==> config.mk <==
export PLATFORM = sky130hd
export DESIGN_NAME = atm_rx_packer
export DESIGN_NICKNAME = d
export VERILOG_FILES = /design/src/rtl/atm_rx_pkg.sv /design/src/rtl/cell_tracker.sv /design/src/rtl/word_assembler.sv /design/src/rtl/cell_stager.sv /design/src/rtl/atm_rx_packer.sv
export SDC_FILE = /design/constraint.sdc
export NUM_CORES = 1
export LEC_CHECK = 0
export ABC_AREA = 0
export ABC_CLOCK_PERIOD_IN_PS = 5900
export BUFFER_PORTS_ARGS = -buffer_cell sky130_fd_sc_hd__buf_2
export CORE_MARGIN = 8
export CORE_UTILIZATION = 30
export CTS_CLUSTER_DIAMETER = 30
export CTS_CLUSTER_SIZE = 25
export DETAILED_ROUTE_END_ITERATION = 10
export GPL_TIMING_DRIVEN = 0
export PLACE_DENSITY_LB_ADDON = 0.25
export SLEW_MARGIN = 30
export SYNTH_ARGS = -nofsm -noshare
export SYNTH_HDL_FRONTEND = slang
export SYNTH_SLANG_ARGS = --single-unit
==> constraint.sdc <==
create_clock -name clk -period 5.9 [get_ports clk]
set_clock_uncertainty 0.1 [all_clocks]
set_input_delay 1.18 -clock clk [delete_from_list [all_inputs] [get_ports clk]]
set_output_delay 1.18 -clock clk [all_outputs]
set_load 0.01 [all_outputs]
==> src/rtl/atm_rx_pkg.sv <==
package atm_rx_pkg;
  localparam int CELL_BYTES = 53;
  localparam int HEC_INDEX  = 4;
  localparam int BYTE_BITS  = 8;
  localparam int WORD_BYTES = 4;
  localparam int CELL_WORDS = (CELL_BYTES - 1) / WORD_BYTES;

  typedef enum logic {
    TRK_HUNT = 1'b0,
    TRK_LOCK = 1'b1
  } trk_state_e;
endpackage

==> src/rtl/cell_tracker.sv <==
module cell_tracker
  import atm_rx_pkg::*;
#(
  parameter int NBYTES  = CELL_BYTES,
  parameter int HEC_POS = HEC_INDEX
) (
  input  logic clk,
  input  logic rst_n,
  input  logic byte_vld,
  input  logic byte_soc,
  input  logic byte_err,
  output logic keep,
  output logic restart,
  output logic sync_err
);
  localparam int POS_W = $clog2(NBYTES);
  localparam logic [POS_W-1:0] HEC_P  = POS_W'(HEC_POS);
  localparam logic [POS_W-1:0] LAST_P = POS_W'(NBYTES - 1);

  trk_state_e       state_q;
  logic [POS_W-1:0] pos_q;
  logic             at_start;
  logic             framing_bad;

  assign at_start    = (pos_q == '0);
  assign framing_bad = byte_err || (byte_soc != at_start);

  always_comb begin
    keep     = 1'b0;
    restart  = 1'b0;
    sync_err = 1'b0;
    if (byte_vld) begin
      if (state_q == TRK_HUNT) begin
        if (byte_soc && !byte_err) begin
          keep    = 1'b1;
          restart = 1'b1;
        end
      end else if (framing_bad) begin
        sync_err = 1'b1;
        restart  = 1'b1;
      end else begin
        keep    = (pos_q != HEC_P);
        restart = at_start;
      end
    end
  end

  always_ff @(posedge clk) begin
    if (!rst_n) begin
      state_q <= TRK_HUNT;
      pos_q   <= '0;
    end else if (byte_vld) begin
      if (state_q == TRK_HUNT) begin
        if (byte_soc && !byte_err) begin
          state_q <= TRK_LOCK;
          pos_q   <= POS_W'(1);
        end
      end else if (framing_bad) begin
        state_q <= TRK_HUNT;
        pos_q   <= '0;
      end else begin
        pos_q <= (pos_q == LAST_P) ? '0 : pos_q + POS_W'(1);
      end
    end
  end
endmodule

==> src/rtl/word_assembler.sv <==
module word_assembler
  import atm_rx_pkg::*;
#(
  parameter int BW     = BYTE_BITS,
  parameter int NLANES = WORD_BYTES,
  parameter int NWORDS = CELL_WORDS,
  localparam int WW     = BW * NLANES,
  localparam int WIDX_W = $clog2(NWORDS)
) (
  input  logic              clk,
  input  logic              rst_n,
  input  logic              keep,
  input  logic              restart,
  input  logic [BW-1:0]     byte_in,
  output logic              wr_en,
  output logic [WIDX_W-1:0] wr_idx,
  output logic [WW-1:0]     wr_word,
  output logic              cell_done
);
  localparam int LANE_W = $clog2(NLANES);
  localparam logic [LANE_W-1:0] LAST_LANE = LANE_W'(NLANES - 1);
  localparam logic [WIDX_W-1:0] LAST_WORD = WIDX_W'(NWORDS - 1);

  logic [LANE_W-1:0]  lane_q, cur_lane;
  logic [WIDX_W-1:0]  widx_q, cur_widx;
  logic [WW-BW-1:0]   acc_q;

  assign cur_lane  = restart ? '0 : lane_q;
  assign cur_widx  = restart ? '0 : widx_q;
  assign wr_en     = keep && (cur_lane == LAST_LANE);
  assign wr_idx    = cur_widx;
  assign wr_word   = {acc_q, byte_in};
  assign cell_done = wr_en && (cur_widx == LAST_WORD);

  always_ff @(posedge clk) begin
    if (!rst_n) begin
      lane_q <= '0;
      widx_q <= '0;
      acc_q  <= '0;
    end else if (keep) begin
      acc_q <= {acc_q[WW-2*BW-1:0], byte_in};
      if (cur_lane == LAST_LANE) begin
        lane_q <= '0;
        widx_q <= (cur_widx == LAST_WORD) ? '0 : cur_widx + WIDX_W'(1);
      end else begin
        lane_q <= cur_lane + LANE_W'(1);
        widx_q <= cur_widx;
      end
    end else if (restart) begin
      lane_q <= '0;
      widx_q <= '0;
    end
  end
endmodule

==> src/rtl/cell_stager.sv <==
module cell_stager
  import atm_rx_pkg::*;
#(
  parameter int WW     = BYTE_BITS * WORD_BYTES,
  parameter int NWORDS = CELL_WORDS,
  parameter int FREE_W = 8,
  localparam int WIDX_W = $clog2(NWORDS)
) (
  input  logic              clk,
  input  logic              rst_n,
  input  logic              wr_en,
  input  logic [WIDX_W-1:0] wr_idx,
  input  logic [WW-1:0]     wr_word,
  input  logic              cell_done,
  input  logic [FREE_W-1:0] fifo_free,
  input  logic              out_ready,
  output logic              out_valid,
  output logic [WW-1:0]     out_data,
  output logic              drop
);
  localparam int NBANKS = 2;
  localparam logic [WIDX_W-1:0] LAST_WORD = WIDX_W'(NWORDS - 1);
  localparam logic [FREE_W-1:0] NEED     = FREE_W'(NWORDS);

  logic              fill_sel_q, drain_sel_q, busy_q;
  logic [WIDX_W-1:0] didx_q;
  logic [WW-1:0]     bank_rd [NBANKS];
  logic              room, accept;

  for (genvar b = 0; b < NBANKS; b++) begin : g_bank
    logic [WW-1:0] mem [NWORDS];
    always_ff @(posedge clk) begin
      if (wr_en && (fill_sel_q == 1'(b))) mem[wr_idx] <= wr_word;
    end
    assign bank_rd[b] = mem[didx_q];
  end

  assign room      = (fifo_free >= NEED);
  assign accept    = cell_done && !busy_q && room;
  assign drop      = cell_done && !accept;
  assign out_valid = busy_q;
  assign out_data  = bank_rd[drain_sel_q];

  always_ff @(posedge clk) begin
    if (!rst_n) begin
      fill_sel_q  <= 1'b0;
      drain_sel_q <= 1'b0;
      busy_q      <= 1'b0;
      didx_q      <= '0;
    end else if (accept) begin
      fill_sel_q  <= ~fill_sel_q;
      drain_sel_q <= fill_sel_q;
      busy_q      <= 1'b1;
      didx_q      <= '0;
    end else if (busy_q && out_ready) begin
      if (didx_q == LAST_WORD) begin
        busy_q <= 1'b0;
        didx_q <= '0;
      end else begin
        didx_q <= didx_q + WIDX_W'(1);
      end
    end
  end
endmodule

==> src/rtl/atm_rx_packer.sv <==
module atm_rx_packer
  import atm_rx_pkg::*;
#(
  parameter int FREE_W = 8
) (
  input  logic              clk,
  input  logic              rst_n,
  input  logic              rx_valid,
  input  logic [7:0]        rx_byte,
  input  logic              rx_soc,
  input  logic              rx_err,
  input  logic [FREE_W-1:0] fifo_free,
  output logic              out_valid,
  output logic [31:0]       out_data,
  input  logic              out_ready,
  input  logic              clr_sync,
  input  logic              clr_ovfl,
  output logic              sync_lost,
  output logic              fifo_ovfl
);
  localparam int WW     = BYTE_BITS * WORD_BYTES;
  localparam int WIDX_W = $clog2(CELL_WORDS);

  logic              keep, restart, sync_err;
  logic              wr_en, cell_done, drop;
  logic [WIDX_W-1:0] wr_idx;
  logic [WW-1:0]     wr_word;

  cell_tracker #(.NBYTES(CELL_BYTES), .HEC_POS(HEC_INDEX)) u_trk (
    .clk(clk), .rst_n(rst_n), .byte_vld(rx_valid), .byte_soc(rx_soc),
    .byte_err(rx_err), .keep(keep), .restart(restart), .sync_err(sync_err)
  );

  word_assembler #(.BW(BYTE_BITS), .NLANES(WORD_BYTES), .NWORDS(CELL_WORDS)) u_asm (
    .clk(clk), .rst_n(rst_n), .keep(keep), .restart(restart), .byte_in(rx_byte),
    .wr_en(wr_en), .wr_idx(wr_idx), .wr_word(wr_word), .cell_done(cell_done)
  );

  cell_stager #(.WW(WW), .NWORDS(CELL_WORDS), .FREE_W(FREE_W)) u_stg (
    .clk(clk), .rst_n(rst_n), .wr_en(wr_en), .wr_idx(wr_idx), .wr_word(wr_word),
    .cell_done(cell_done), .fifo_free(fifo_free), .out_ready(out_ready),
    .out_valid(out_valid), .out_data(out_data), .drop(drop)
  );

  always_ff @(posedge clk) begin
    if (!rst_n) begin
      sync_lost <= 1'b0;
      fifo_ovfl <= 1'b0;
    end else begin
      sync_lost <= sync_err | (sync_lost & ~clr_sync);
      fifo_ovfl <= drop | (fifo_ovfl & ~clr_ovfl);
    end
  end
endmodule

Word-level counts from Yosys, hierarchy flattened
Memories as Yosys holds them, arrays and structs flattened. A register that Yosys moved wholly into a read port is not among the register bits.
Cells that the tools add are included.
- add/sub/neg operators: 4
- order comparisons: 2
- eq/ne operators: 6
- muxes and demuxes: 38
- bitwise operators: 9
- reductions and logical operators: 20
- operators by type and width (cell ; count):
    32-bit 2-to-1 mux ; 3
    4-bit 2-to-1 mux ; 9
    6-bit 2-to-1 mux ; 4
    1-bit 2-to-1 mux ; 19
    1-bit logical AND ; 9
    4-bit by 1-bit adder with 4-bit output, second input constant ; 2
    4-bit equality test, second input constant ; 2
    8-bit by 4-bit >= comparator with 1-bit output, second input constant ; 1
    6-bit by 1-bit adder with 6-bit output, second input constant ; 1
    6-bit equality test, second input constant ; 1
    6-bit zero test ; 1
    2-bit 2-to-1 mux ; 3
    6-bit by 3-bit inequality test with 1-bit output, second input constant ; 1
    2-bit nonzero test ; 3
    1-bit inverter ; 4
    2-bit AND reduction ; 2
    1-bit zero test ; 3
    2-bit by 1-bit adder with 2-bit output, second input constant ; 1
    1-bit AND ; 2
    2-bit equality test, second input constant ; 1
    2-bit >= comparator, second input constant ; 1
    1-bit inverter with 2-bit output ; 1
    1-bit OR ; 2
    2-bit OR reduction ; 1
    other kinds (2) ; 2
- register bits: 46
- RAM bits: 832
- output and inout bits: 35
- logic and storage cells: 92
- memories kept: 2
- memories (memory ; words ; width ; read ports ; clocked after Yosys merged registers in ; wr ports ; line ; text):
    u_stg.g_bank[0].mem ; 13 ; 32 ; 1 ; 1 ; 1 ; cell_stager.sv:31 ; logic [WW-1:0] mem [NWORDS];
    u_stg.g_bank[1].mem ; 13 ; 32 ; 1 ; 1 ; 1 ; cell_stager.sv:31 ;

Longest topological paths before layout
- depth in word-level cells: 15
- depth in mapped cells: 13

Hierarchy
Synthesis repeated with hierarchy kept, for this count alone.
- cells, all modules: 1864
- area total of the unflattened synthesis: 35097.4 µm²
- modules (own cells, without submodules) (module ; instances ; cells an instance ; area an instance (µm²) ; sequential area each (µm²)):
    cell_stager ; 1 ; 1667 ; 33184.3 ; 25204.2
    word_assembler ; 1 ; 125 ; 1297.5 ; 600.6
    cell_tracker ; 1 ; 66 ; 533.0 ; 140.1
    atm_rx_packer ; 1 ; 6 ; 82.6 ; 40.0

Worst setup path after synthesis
No wires, ideal clock.
- kind: input -> register
- start point: input port rx_soc
- end point: memory u_stg.g_bank[0].mem[8][0] (netlist bit), enable pin
- library setup time: 421 ps
- arrival: 4082 ps
- data required time: 5379 ps
- setup slack: 1296 ps
- stages on the path: 10
- cells stage by stage: clkbuf_1 > nand2_1 > o21a_1 > clkbuf_1 > and2_1 > ha_1 > nand3b_1 > a211oi_4 > nand3_1 > nor2_1
- word-level cells in the longest chain between the ends: 11
- ends and longest elaborated chain (item ; line ; text):
    start, declared ; atm_rx_packer.sv:10 ; input logic rx_soc,
    1-bit inequality test ; cell_tracker.sv:26 ; assign framing_bad = byte_err || (byte_soc != at_start);
    1-bit logical OR ; cell_tracker.sv:26 ;
    1-bit 2-to-1 mux ; cell_tracker.sv:38 ; end else if (framing_bad) begin
    1-bit 2-to-1 mux ; cell_tracker.sv:33 ; if (state_q == TRK_HUNT) begin
    1-bit 2-to-1 mux ; cell_tracker.sv:32 ; if (byte_vld) begin
    2-bit 2-to-1 mux ; -- ;
    2-bit equality test ; word_assembler.sv:30 ; assign wr_en = keep && (cur_lane == LAST_LANE);
    1-bit logical AND ; word_assembler.sv:30 ;
    1-bit logical AND ; cell_stager.sv:33 ; if (wr_en && (fill_sel_q == 1'(b))) mem[wr_idx] <= wr_word;
    1-bit 2-to-1 mux ; cell_stager.sv:33 ;
    1-bit 2-to-1 mux (implied by the code) ; cell_stager.sv:33 ;
    end, declared ; cell_stager.sv:31 ;
Several ways; a longest one is shown, not always the timed one.

==> summary.md <==
| Metric | Value |
|---|---|
| Crit-path leading delay family | buffers and inverters |
| CP Launch Type | flop |
| CP dominant cell by count | clkbuf_1 |
| Leakage | 0.01402 µW |
| Worst EP arrival | 3.94 ns |
| WL/cell | 24.11 µm |
| Iter 0 DRT Violations | 1345 |
| IO buf count | 57 |
| Critical Path End Type | output pin |
| Synth Flop Type | edfxtp_1 |
| Total routed wirelength | 84580 µm |
| Outcome | finished clean |
| Post-synthesis async set-or-reset flop share | 0% |
| Io pins | 59 |
| PwrDens | 391.6 nW/µm² |
| Crit Path Category | reg2out |
| Post-Syn Nets | 1639 |
| Via count | 16930 |
| Crit-path cells | clkbuf_1 -> nor3b_1 -> clkbuf_1 -> a22oi_1 -> nand3_1 -> buf_2 |
| Maximum clock path buffer count | 3 |
| Area grow syn2layout | 26.54% |
| H-tree depth | 4 |
| Post_cts resized | 0 |
| Row cnt | 122 |
| Antenna violations before repair | 4 |
| Yosys reg bits | 882 |
| Worst path buffer plus inverter count | 3 |
| Root Driver | clkbuf_16 |
| Starting Density | 30.30% |
| Ys Warns | 0 |
| Vias in the first global route | 18230 |
| Die Y | 350.6 µm |
| Post-DP HPWL | 54330 µm |
| Gpl congestion | 0.7152 |
| Min-Delay Path Class | reg2reg |
| Post-layout minimum cycle time | 5.219 ns |
| Total negative setup slack | 0 ns |
| ANT nets after route | 0 |
| Fillers | 10070 |
| Synth top cells by count | edfxtp_1, mux4_2, a22oi_1 |
| Count of flip-flops with a built-in enable after synthesis | 832 |
| Most frequent cell after synthesis | edfxtp_1 |
| CTS Buf Count | 173 |
| Synth area leader | edfxtp_1 |
| Cells after Synth | 1606 |
| Vias per inst | 4.827 |
| FMAX | 191.6 MHz |
| Max FO, Critical Path | 10 |
| Clock Sinks | 882 |
| Nets | 1903 |
| Part of the cycle the worst path needs | 88.45% |
| Slew headroom | 27.04% |
| Endpoints failing setup | 0 |
| Seq/Total Area, Yosys | 77.38% |
| VDD IR max | 0.2507 mV |
| Worst slew pin tran | 1.092 ns |
| Mean Syn Cell Area | 20.91 µm² |
| First-pass GRT wire length | 123100 µm |
| CP required | 4.62 ns |
| Total power | 16640 µW |
| Hold_buf cts | 0 |
| Fin. Hold Viols | 0 |
| Design area | 42490 µm² |
| Residual DRC | 0 |
| Die width | 350.6 µm |
| Slew Viols, Final | 0 |
| Yosys cell types | 50 |
| Max-cap violations | 0 |
| Share of layout cells above drive strength 1 | 31.75% |
| Post-CTS Setup Repair Bufs | 0 |
| Area of the multi-input gates | 7262 µm² |
| Top-area cell type share of the netlist area | 74.40% |
| Core area | 110800 µm² |
| Placed Instance Area | 36500 µm² |
| Die area | 122900 µm² |
| FF+latch area | 26000 µm² |
| CP max stage delay | 0.95 ns |
| Total gr overflow | 0 |
| GR Util All Layers | 13.67% |
| Largest net degree at the start of global routing | 33 |
| CTS tree | built |
| Synth area leaders | edfxtp_1, mux4_2, dfxtp_1, mux2i_1, a22oi_1 |
| DRT Pass-1 Iters | 5 |
| RSZ-0062 raised after global routing | no |
| Slowest-stage cell, CP | nor3b_1 |
| Worst-path clk slew | 0.05 ns |
| Area of the mapped netlist | 33580 µm² |
| Clock latency on the worst-skew pair | 0.71 ns |
stage by stage:
stage                     util, %  std cells  hold slack (ns)  worst slack (ns)
after floorplan                 -       1606           0.3525             1.296
after global placement      32.24       3151           0.3673            -1.125
after detailed placement    32.94       3182           0.3753             1.021
after CTS                   38.31       3506           0.3851            0.6420
after global routing        38.34       3508           0.4022            0.5729
final                       38.34       3508           0.3808            0.6813
placed cells by master (no fill, tap or decap), types with 4 or more instances in the layout:
cell type / n
clkinvlp_4: 18
inv_1: 11
clkinv_4: 6
mux4_2: 192
o22ai_1: 32
edfxtp_1: 832
inv_6: 8
buf_16: 9
and2_1: 5
clkinv_8: 5
buf_2: 77
clkbuf_1: 78
xor2_1: 5
clkbuf_8: 5
nor3_1: 8
clkinv_2: 34
ha_1: 9
o21a_1: 4
clkbuf_2: 5
and2_4: 22
a21oi_1: 42
nand4_1: 6
clkbuf_16: 177
nand2_1: 51
dfxtp_1: 36
nor2_4: 4
o21ai_0: 4
clkinv_1: 23
a22oi_1: 64
buf_12: 21
nor2_1: 35
bufinv_16: 24
nand3_1: 40
dfxtp_2: 14
mux2i_1: 59
buf_4: 4
layout make-up:
type / instances / share of cell area (%)
sequential: 882 / 61.20
multi-input combinational: 625 / 17.09
clock buffer: 203 / 10.75
tap: 1488 / 4.382
clock inverter: 121 / 3.263
timing repair buffer: 89 / 2.294
buffer: 88 / 0.9246
inverter: 11 / 0.09717
antenna: 1 / 0.005889
sequential cells by signal, indices dropped and copies added, names as in the netlist, named ones only:
register / count
fifo_ovfl: 1
sync_lost: 1
u_asm.acc_q: 24
u_asm.lane_q: 2
u_asm.widx_q: 4
u_stg.didx_q: 4
u_stg.drain_sel_q: 1
u_stg.fill_sel_q: 1
u_stg.g_bank.mem: 832
u_stg.out_valid: 1
u_trk.pos_q: 6
u_trk.state_q: 1
path summary, 6_finish.rpt:
kind | endpoint | cells past startpoint | from | slack, ns
setup / recovery | out_data[12] | 6 | flop | 0.68
hold / removal | u_asm.lane_q[0] | 2 | u_asm.lane_q[0] | 0.38
setup reg to reg | u_stg.g_bank[1].mem[10][3] | 14 | u_trk.pos_q[0] | 1.45
hold reg to reg | u_asm.lane_q[0] | 2 | u_asm.lane_q[0] | 0.38
cell families (layout without fill, tap and decap cells):
group                      count (synthesis)  count (layout)  synth area share (%)
xor gates and xnor gates                   7               7                0.1826
AOI/OAI and AO/OA                        162             162                 3.260
muxes                                    251             251                 14.64
buffers and inverters                     99             512                 1.274
and+or+nand+nor                          196             196                 2.929
DFF                                      882             882                 77.38
adders and majority gates                  9               9                0.3354
other                                      0               1                     0
metal layers:
metal  vias to the layer above  routed length (µm)  global-route usage (%)
met4                         6                1447                   3.986
met1                      9018               35340                   17.31
met2                       490               43190                   23.45
met3                       118                4566                   3.117
li1                       7302                   -                       -
met5                         -                  34                       0
power by group:
| group | leakage (µW) | switching [µW] | internal, µW |
|---|---|---|---|
| logic | 0.00279 | 52.1 | 17.9 |
| registers | 0.00835 | 16.1 | 6800 |
| clock network | 0.00287 | 3170 | 6580 |
worst reg2reg max path, cell delays in order, from the launching register on:
cell,delay [ns]
dfxtp_1,0.35
inv_1,0.09
ha_1,0.23
nor3b_1,0.21
a21oi_1,0.26
o21a_1,0.24
clkbuf_1,0.33
and2_1,0.19
ha_1,0.16
nand3b_1,0.12
a211oi_4,0.25
nand3_1,0.31
nor4_1,0.55
and2_4,0.47
buf_12,0.24
Note: power is estimated with default switching activity, not from simulation.
